`config.mk`:
```
export PLATFORM = sky130hd
export DESIGN_NAME = fdc_drive_regs
export DESIGN_NICKNAME = d
export VERILOG_FILES = /design/src/rtl/fdr_pkg.sv /design/src/rtl/fdr_edge_mon.sv /design/src/rtl/fdr_ctrl_reg.sv /design/src/rtl/fdr_status.sv /design/src/rtl/fdc_drive_regs.sv
export SDC_FILE = /design/constraint.sdc
export NUM_CORES = 1
export LEC_CHECK = 0
export ABC_AREA = 1
export BUFFER_PORTS_ARGS = -buffer_cell sky130_fd_sc_hd__clkbuf_2
export CORE_MARGIN = 5
export CORE_UTILIZATION = 51
export CTS_CLUSTER_SIZE = 20
export DETAILED_ROUTE_END_ITERATION = 6
export PLACE_DENSITY = 0.76
export SLEW_MARGIN = 20
export SYNTH_ARGS = -nofsm -noshare
export SYNTH_HDL_FRONTEND = slang
export SYNTH_SLANG_ARGS = --single-unit
```
`constraint.sdc`:
```
create_clock -name clk -period 1.45 [get_ports clk]
set_input_delay 0.0725 -clock clk [delete_from_list [all_inputs] [get_ports clk]]
set_output_delay 0.0725 -clock clk [all_outputs]
set_load 0.02 [all_outputs]
```
`src/rtl/fdr_pkg.sv`:
```
package fdr_pkg;
  localparam logic ADDR_STAT = 1'b0;
  localparam logic ADDR_CTRL = 1'b1;

  localparam int NMON   = 3;  // monitored drive-port signals
  localparam int MON_WG = 0;  // write gate, rising edge
  localparam int MON_RD = 1;  // read data, falling edge
  localparam int MON_WD = 2;  // write data, falling edge

  localparam int NSEL   = 2;  // supported drive selects

  typedef struct packed {
    logic [3:0] motor;
    logic       dma;
    logic       nrst;
    logic [1:0] sel;
  } ctrl_t;
endpackage

```
`src/rtl/fdr_edge_mon.sv`:
```
module fdr_edge_mon #(
  parameter bit RISE = 1'b1
) (
  input  logic clk,
  input  logic rst_n,
  input  logic sig_in,
  output logic evt
);
  logic s1_q, s2_q, s3_q;
  logic s1_d, s2_d, s3_d;

  always_comb begin
    s1_d = sig_in;
    s2_d = s1_q;
    s3_d = s2_q;
  end

  always_ff @(posedge clk or negedge rst_n) begin
    if (!rst_n) begin
      s1_q <= 1'b0;
      s2_q <= 1'b0;
      s3_q <= 1'b0;
    end else begin
      s1_q <= s1_d;
      s2_q <= s2_d;
      s3_q <= s3_d;
    end
  end

  generate
    if (RISE) begin : g_rise
      assign evt = s2_q & ~s3_q;
    end else begin : g_fall
      assign evt = ~s2_q & s3_q;
    end
  endgenerate

  AST_EVT_SINGLE: assert property (@(posedge clk) disable iff (!rst_n)
    evt |=> !evt);
endmodule

```
`src/rtl/fdr_ctrl_reg.sv`:
```
module fdr_ctrl_reg
  import fdr_pkg::*;
#(
  parameter int RST_MIN_CYC = 20
) (
  input  logic            clk,
  input  logic            rst_n,
  input  logic            wr_en,
  input  logic [7:0]      wdata,
  output ctrl_t           ctrl,
  output logic            ctrl_rst,
  output logic [NSEL-1:0] drv_sel_n
);
  localparam int CNT_W = (RST_MIN_CYC < 2) ? 1 : $clog2(RST_MIN_CYC);
  localparam logic [CNT_W-1:0] CNT_LOAD = CNT_W'(RST_MIN_CYC - 1);

  ctrl_t            ctrl_q, ctrl_d;
  logic [CNT_W-1:0] cnt_q, cnt_d;
  logic             cnt_busy;

  always_comb begin
    ctrl_d = ctrl_q;
    if (wr_en) ctrl_d = ctrl_t'(wdata);
  end

  assign cnt_busy = (cnt_q != '0);

  always_comb begin
    cnt_d = cnt_q;
    if (!ctrl_q.nrst)  cnt_d = CNT_LOAD;
    else if (cnt_busy) cnt_d = cnt_q - 1'b1;
  end

  always_ff @(posedge clk or negedge rst_n) begin
    if (!rst_n) begin
      ctrl_q <= '0;
      cnt_q  <= CNT_LOAD;
    end else begin
      ctrl_q <= ctrl_d;
      cnt_q  <= cnt_d;
    end
  end

  assign ctrl     = ctrl_q;
  assign ctrl_rst = ~ctrl_q.nrst | cnt_busy;

  genvar gi;
  generate
    for (gi = 0; gi < NSEL; gi++) begin : g_sel
      assign drv_sel_n[gi] = (ctrl_q.sel != 2'(gi));
    end
  endgenerate

  AST_CTRL_HOLD: assert property (@(posedge clk) disable iff (!rst_n)
    !wr_en |=> $stable(ctrl_q));
  AST_RST_STRETCH: assert property (@(posedge clk) disable iff (!rst_n)
    $rose(ctrl_rst) |=> ctrl_rst);
  AST_RST_RELEASE: assert property (@(posedge clk) disable iff (!rst_n)
    $fell(ctrl_rst) |-> ctrl_q.nrst);
endmodule

```
`src/rtl/fdr_status.sv`:
```
module fdr_status
  import fdr_pkg::*;
(
  input  logic            clk,
  input  logic            rst_n,
  input  logic [NMON-1:0] set,
  input  logic            rd_clr,
  output logic [NMON-1:0] sticky
);
  logic [NMON-1:0] sticky_q, sticky_d;

  always_comb begin
    sticky_d = rd_clr ? '0 : sticky_q;
    sticky_d = sticky_d | set;
  end

  always_ff @(posedge clk or negedge rst_n) begin
    if (!rst_n) sticky_q <= '0;
    else        sticky_q <= sticky_d;
  end

  assign sticky = sticky_q;

  AST_STICKY_KEEP: assert property (@(posedge clk) disable iff (!rst_n)
    !rd_clr |=> ((sticky_q & $past(sticky_q)) == $past(sticky_q)));
  AST_CLR_ON_READ: assert property (@(posedge clk) disable iff (!rst_n)
    (rd_clr && set == '0) |=> sticky_q == '0);
  AST_SET_WINS: assert property (@(posedge clk) disable iff (!rst_n)
    (set != '0) |=> ((sticky_q & $past(set)) == $past(set)));
endmodule

```
`src/rtl/fdc_drive_regs.sv`:
```
module fdc_drive_regs
  import fdr_pkg::*;
#(
  parameter int RST_MIN_CYC = 20
) (
  input  logic       clk,
  input  logic       rst_n,
  input  logic       bus_addr,
  input  logic       bus_rd,
  input  logic       bus_wr,
  input  logic [7:0] bus_wdata,
  output logic [7:0] bus_rdata,
  input  logic       wgate_in,
  input  logic       rdata_in,
  input  logic       wdata_in,
  output logic [1:0] drv_sel_n,
  output logic [3:0] motor_en,
  output logic       dma_en,
  output logic       ctrl_rst
);
  localparam bit [NMON-1:0] RISE_MASK = NMON'(1 << MON_WG);

  logic [NMON-1:0] mon_in, mon_evt, sticky;
  ctrl_t           ctrl;
  logic [NSEL-1:0] sel_n;
  logic            ctrl_wr, stat_rd;
  logic [7:0]      stat_byte, rdata_q, rdata_d;

  assign mon_in[MON_WG] = wgate_in;
  assign mon_in[MON_RD] = rdata_in;
  assign mon_in[MON_WD] = wdata_in;

  genvar gm;
  generate
    for (gm = 0; gm < NMON; gm++) begin : g_mon
      fdr_edge_mon #(.RISE(RISE_MASK[gm])) u_mon (
        .clk    (clk),
        .rst_n  (rst_n),
        .sig_in (mon_in[gm]),
        .evt    (mon_evt[gm])
      );
    end
  endgenerate

  assign ctrl_wr = bus_wr & (bus_addr == ADDR_CTRL);
  assign stat_rd = bus_rd & (bus_addr == ADDR_STAT);

  fdr_ctrl_reg #(.RST_MIN_CYC(RST_MIN_CYC)) u_ctrl (
    .clk       (clk),
    .rst_n     (rst_n),
    .wr_en     (ctrl_wr),
    .wdata     (bus_wdata),
    .ctrl      (ctrl),
    .ctrl_rst  (ctrl_rst),
    .drv_sel_n (sel_n)
  );

  fdr_status u_stat (
    .clk    (clk),
    .rst_n  (rst_n),
    .set    (mon_evt),
    .rd_clr (stat_rd),
    .sticky (sticky)
  );

  always_comb begin
    stat_byte      = 8'h03;
    stat_byte[6:5] = sel_n;
    stat_byte[4]   = sticky[MON_WD];
    stat_byte[3]   = sticky[MON_RD];
    stat_byte[2]   = sticky[MON_WG];
  end

  always_comb begin
    rdata_d = rdata_q;
    if (bus_rd) rdata_d = (bus_addr == ADDR_CTRL) ? 8'(ctrl) : stat_byte;
  end

  always_ff @(posedge clk or negedge rst_n) begin
    if (!rst_n) rdata_q <= '0;
    else        rdata_q <= rdata_d;
  end

  assign bus_rdata = rdata_q;
  assign drv_sel_n = sel_n;
  assign motor_en  = ctrl.motor;
  assign dma_en    = ctrl.dma;

  AST_SEL_ONEHOT: assert property (@(posedge clk) disable iff (!rst_n)
    $onehot0(~drv_sel_n));
  AST_RDATA_HOLD: assert property (@(posedge clk) disable iff (!rst_n)
    !bus_rd |=> $stable(bus_rdata));
  AST_STAT_FIXED: assert property (@(posedge clk) disable iff (!rst_n)
    (bus_rd && bus_addr == ADDR_STAT) |=> (bus_rdata[7] == 1'b0 && bus_rdata[1:0] == 2'b11));
endmodule

```
==> metrics.txt <==
status finished with violations; failing checks negative setup slack; CP Max Fanout 4; Max-slew headroom 69.6%; via count 1106; total net switching power 772 uW; CTS tree built; Gate power share 28.8%; DP HPWL 1870 um; critical path's top delay family flip-flops; Synth Area per Inst 9.78 um^2; share of post-route cells with drive strength above 1 32.1%; row count 18; Die Y 61.3 um; Slowest cell on crit path dfstp_2; DP Area 0.00148 mm^2; H-tree depth 2; synth top area cells dfrtp_1 (56%), nand2_1 (9.2%), dfstp_2 (5.9%); worst-case clock buffer depth 2; pwr/cell area 1330 mW/mm^2; WP buf/inv 2; RSZ-0062 raised after global routing yes; CP cell instances inv_4 > ha_4 > nand4_1 > clkbuf_8; clock tree root driver cell clkbuf_4; CTS sink count 33; area share of the largest cell type after synthesis 56.0%; GRT met1 Usage 23.1%; PortBufs 31; pre-CTS WS 195 ps; fmax 0.663 GHz; fin crit share 104%; Reg clk slew, reported paths 100 ps; M2 GR Usage 28.9%; endpoints failing hold 0; post-synth cell types 20; Layout area overhead 31.5%; CP peak stage delay 570 ps; Initial Util 53.6%; Multi-input gate area 403 um^2; count of final max-slew check failures 0; # nets final 206; Total Neg Setup Slack -64.5 ps; global placer's final weighted congestion 0.780; final wirelength 2980 um; initial antenna violation count 0; vias per cell 5.03; Crit Path Class flip-flop to output port; vias in the first global route 1106; final core occ 70.5%; Total Die Area 0.00375 mm^2; Synth area leader dfrtp_1; # setup viols final 2; Max Cap Viol 0; HP Class input port to flip-flop; core outline area 0.00250 mm^2; gr usage total 18.3%; sw frac 33.0%; Post-Synthesis Cells 137; Pre-antenna DRT Iters 4; grt total ovfl 0; Seq pwr share 50.4%; grt peak-use layer met2; min cycle time layout 1510 ps; startpoint types flip-flop; crit path setup slack, layout -58.2 ps; Die Wd 61.3 um; fillers 202; io pins 32; register area share after synthesis 61.9%; Remaining DRCs 0; fin area 0.00176 mm^2; ANT cells 0; Antenna Nets Post-Route 0; largest net degree at the start of global routing 18; Pleak 0.917 nW; Post-Syn Area 0.00134 mm^2; Worst Skew 12.6 ps; GR Layer Usage met3 5.66%; Synth warnings 0; First DRT Iteration DRCs 67; internal power 1.57 mW; syn nets 154; number of synthesized register bits 33; Worst-Margin Slew 455 ps; Max VDD drop 847 uV; area occupied by registers 831 um^2; cts bufs inserted 5; Clock Latency Late Sink 330 ps; first-pass GRT wire length 4970 um; Setup crit end kind output port; Req. time, crit path 1380 ps; clock network power share 20.8%; Pwr Total 2.34 mW; Wirelength per Cell 13.6 um; Worst EP arrival 1440 ps
## sequential cells by signal, summed over array words and instances (netlist names)
| register | flops |
|---|---|
| g_mon.u_mon.s3_q | 3 |
| g_mon.u_mon.s2_q | 3 |
| g_mon.u_mon.s1_q | 3 |
| u_stat.sticky | 3 |
| u_ctrl.ctrl | 8 |
| u_ctrl.cnt_q | 5 |
| bus_rdata | 8 |
## power by group through the flow
stage | logic [mW] | clock network (mW) | registers [mW]
2_1_floorplan | 0.325 | 0 | 1.21
3_3_place_gp | 0.457 | 0 | 1.18
3_5_place_dp | 0.479 | 0 | 1.19
4_1_cts | 0.579 | 0.488 | 1.17
5_1_grt | 0.765 | 0.535 | 1.19
6_report | 0.673 | 0.485 | 1.18
## placed cells by master (no fill, tap or decap)
cell,netlist,layout
nand2_1,33,31
clkbuf_2,0,30
dfrtp_1,30,29
o21ai_0,13,13
dlygate4sd3_1,0,12
nor2_1,11,11
inv_1,12,10
nand3_1,10,10
buf_4,5,7
a21oi_1,6,6
clkbuf_4,0,5
nand2_2,1,3
clkbuf_1,0,3
buf_6,3,3
dfstp_2,3,3
inv_2,1,2
nand4_1,2,2
inv_4,0,1
nor2_4,1,1
o21ai_1,1,1
nand3_2,1,1
a21oi_2,1,1
xor2_1,1,1
ha_4,0,1
clkbuf_8,0,1
buf_12,0,1
dfrtp_2,0,1
## synthesized netlist by cell type
cell and n:
nand2_1 33, a21oi_1 6, nor2_4 1, nand2_2 1, dfstp_2 3, o21ai_1 1, a21oi_2 1, dfrtp_1 30
buf_6 3, inv_2 1, xor2_1 1, nand4_1 2, ha_1 1, nand3_2 1, nand3_1 10, buf_2 1
buf_4 5, inv_1 12, o21ai_0 13, nor2_1 11
## layout make-up
type | instances | share of cell area [%]
timing repair buffer | 54 | 22.2
tap | 30 | 2.13
multi-input combinational | 82 | 22.9
sequential | 33 | 47.2
inverter | 13 | 2.91
clock buffer | 8 | 2.77
## timing repair
action	4_1_cts	5_1_grt
hold buffers	12	0
pin swaps	2	4
gates resized for setup	5	8
buffers inserted	6	4
gates cloned	0	0
endpoints found under the hold margin	26	0
setup endpoints to repair	1	2
## worst min-delay path, stage by stage
cell and delay (ps):
clkbuf_2 140, nand3_1 100, nand2_1 50
## path summary, 6_finish.rpt
check,start,slack (ps),end,cells after the start
max reg2reg,u_ctrl.cnt_q[0],-10,u_ctrl.cnt_q[1],9
min,bus_wr,70,u_ctrl.ctrl[5],3
max,u_ctrl.cnt_q[0],-60,ctrl_rst,4
min in group asynchronous,rst_n,210,g_mon[0].u_mon.s3_q,2
max in group asynchronous,rst_n,780,u_ctrl.ctrl[7],3
min reg2reg,g_mon[0].u_mon.s1_q,370,g_mon[0].u_mon.s2_q,0
## kinds of logic (layout without fill, tap and decap cells)
| group | count (synthesis) | in the layout | share of synthesized area (%) |
|---|---|---|---|
| adder cells (fa/ha/maj) | 1 | 1 | 0.934 |
| AND/OR/NAND/NOR | 59 | 59 | 19.0 |
| buffers and inverters | 22 | 75 | 9.34 |
| flip-flops | 33 | 33 | 61.9 |
| AO/OA/AOI/OAI | 21 | 21 | 8.12 |
| XOR/XNOR | 1 | 1 | 0.654 |
## stage by stage
stage / hold slack (ps) / std cells
after floorplan: -223 / 137
after global placement: 24.1 / 190
after detailed placement: 33.5 / 190
after CTS: 48.6 / 216
after global routing: 63.8 / 220
final: 68.4 / 220
## routing by layer
metal  wire, um  up-vias
met5          0        -
met4         36        0
met3        152        4
met2       1490       25
met1       1300      545
li1           -      532
Note: power is estimated with default switching activity, not from simulation.
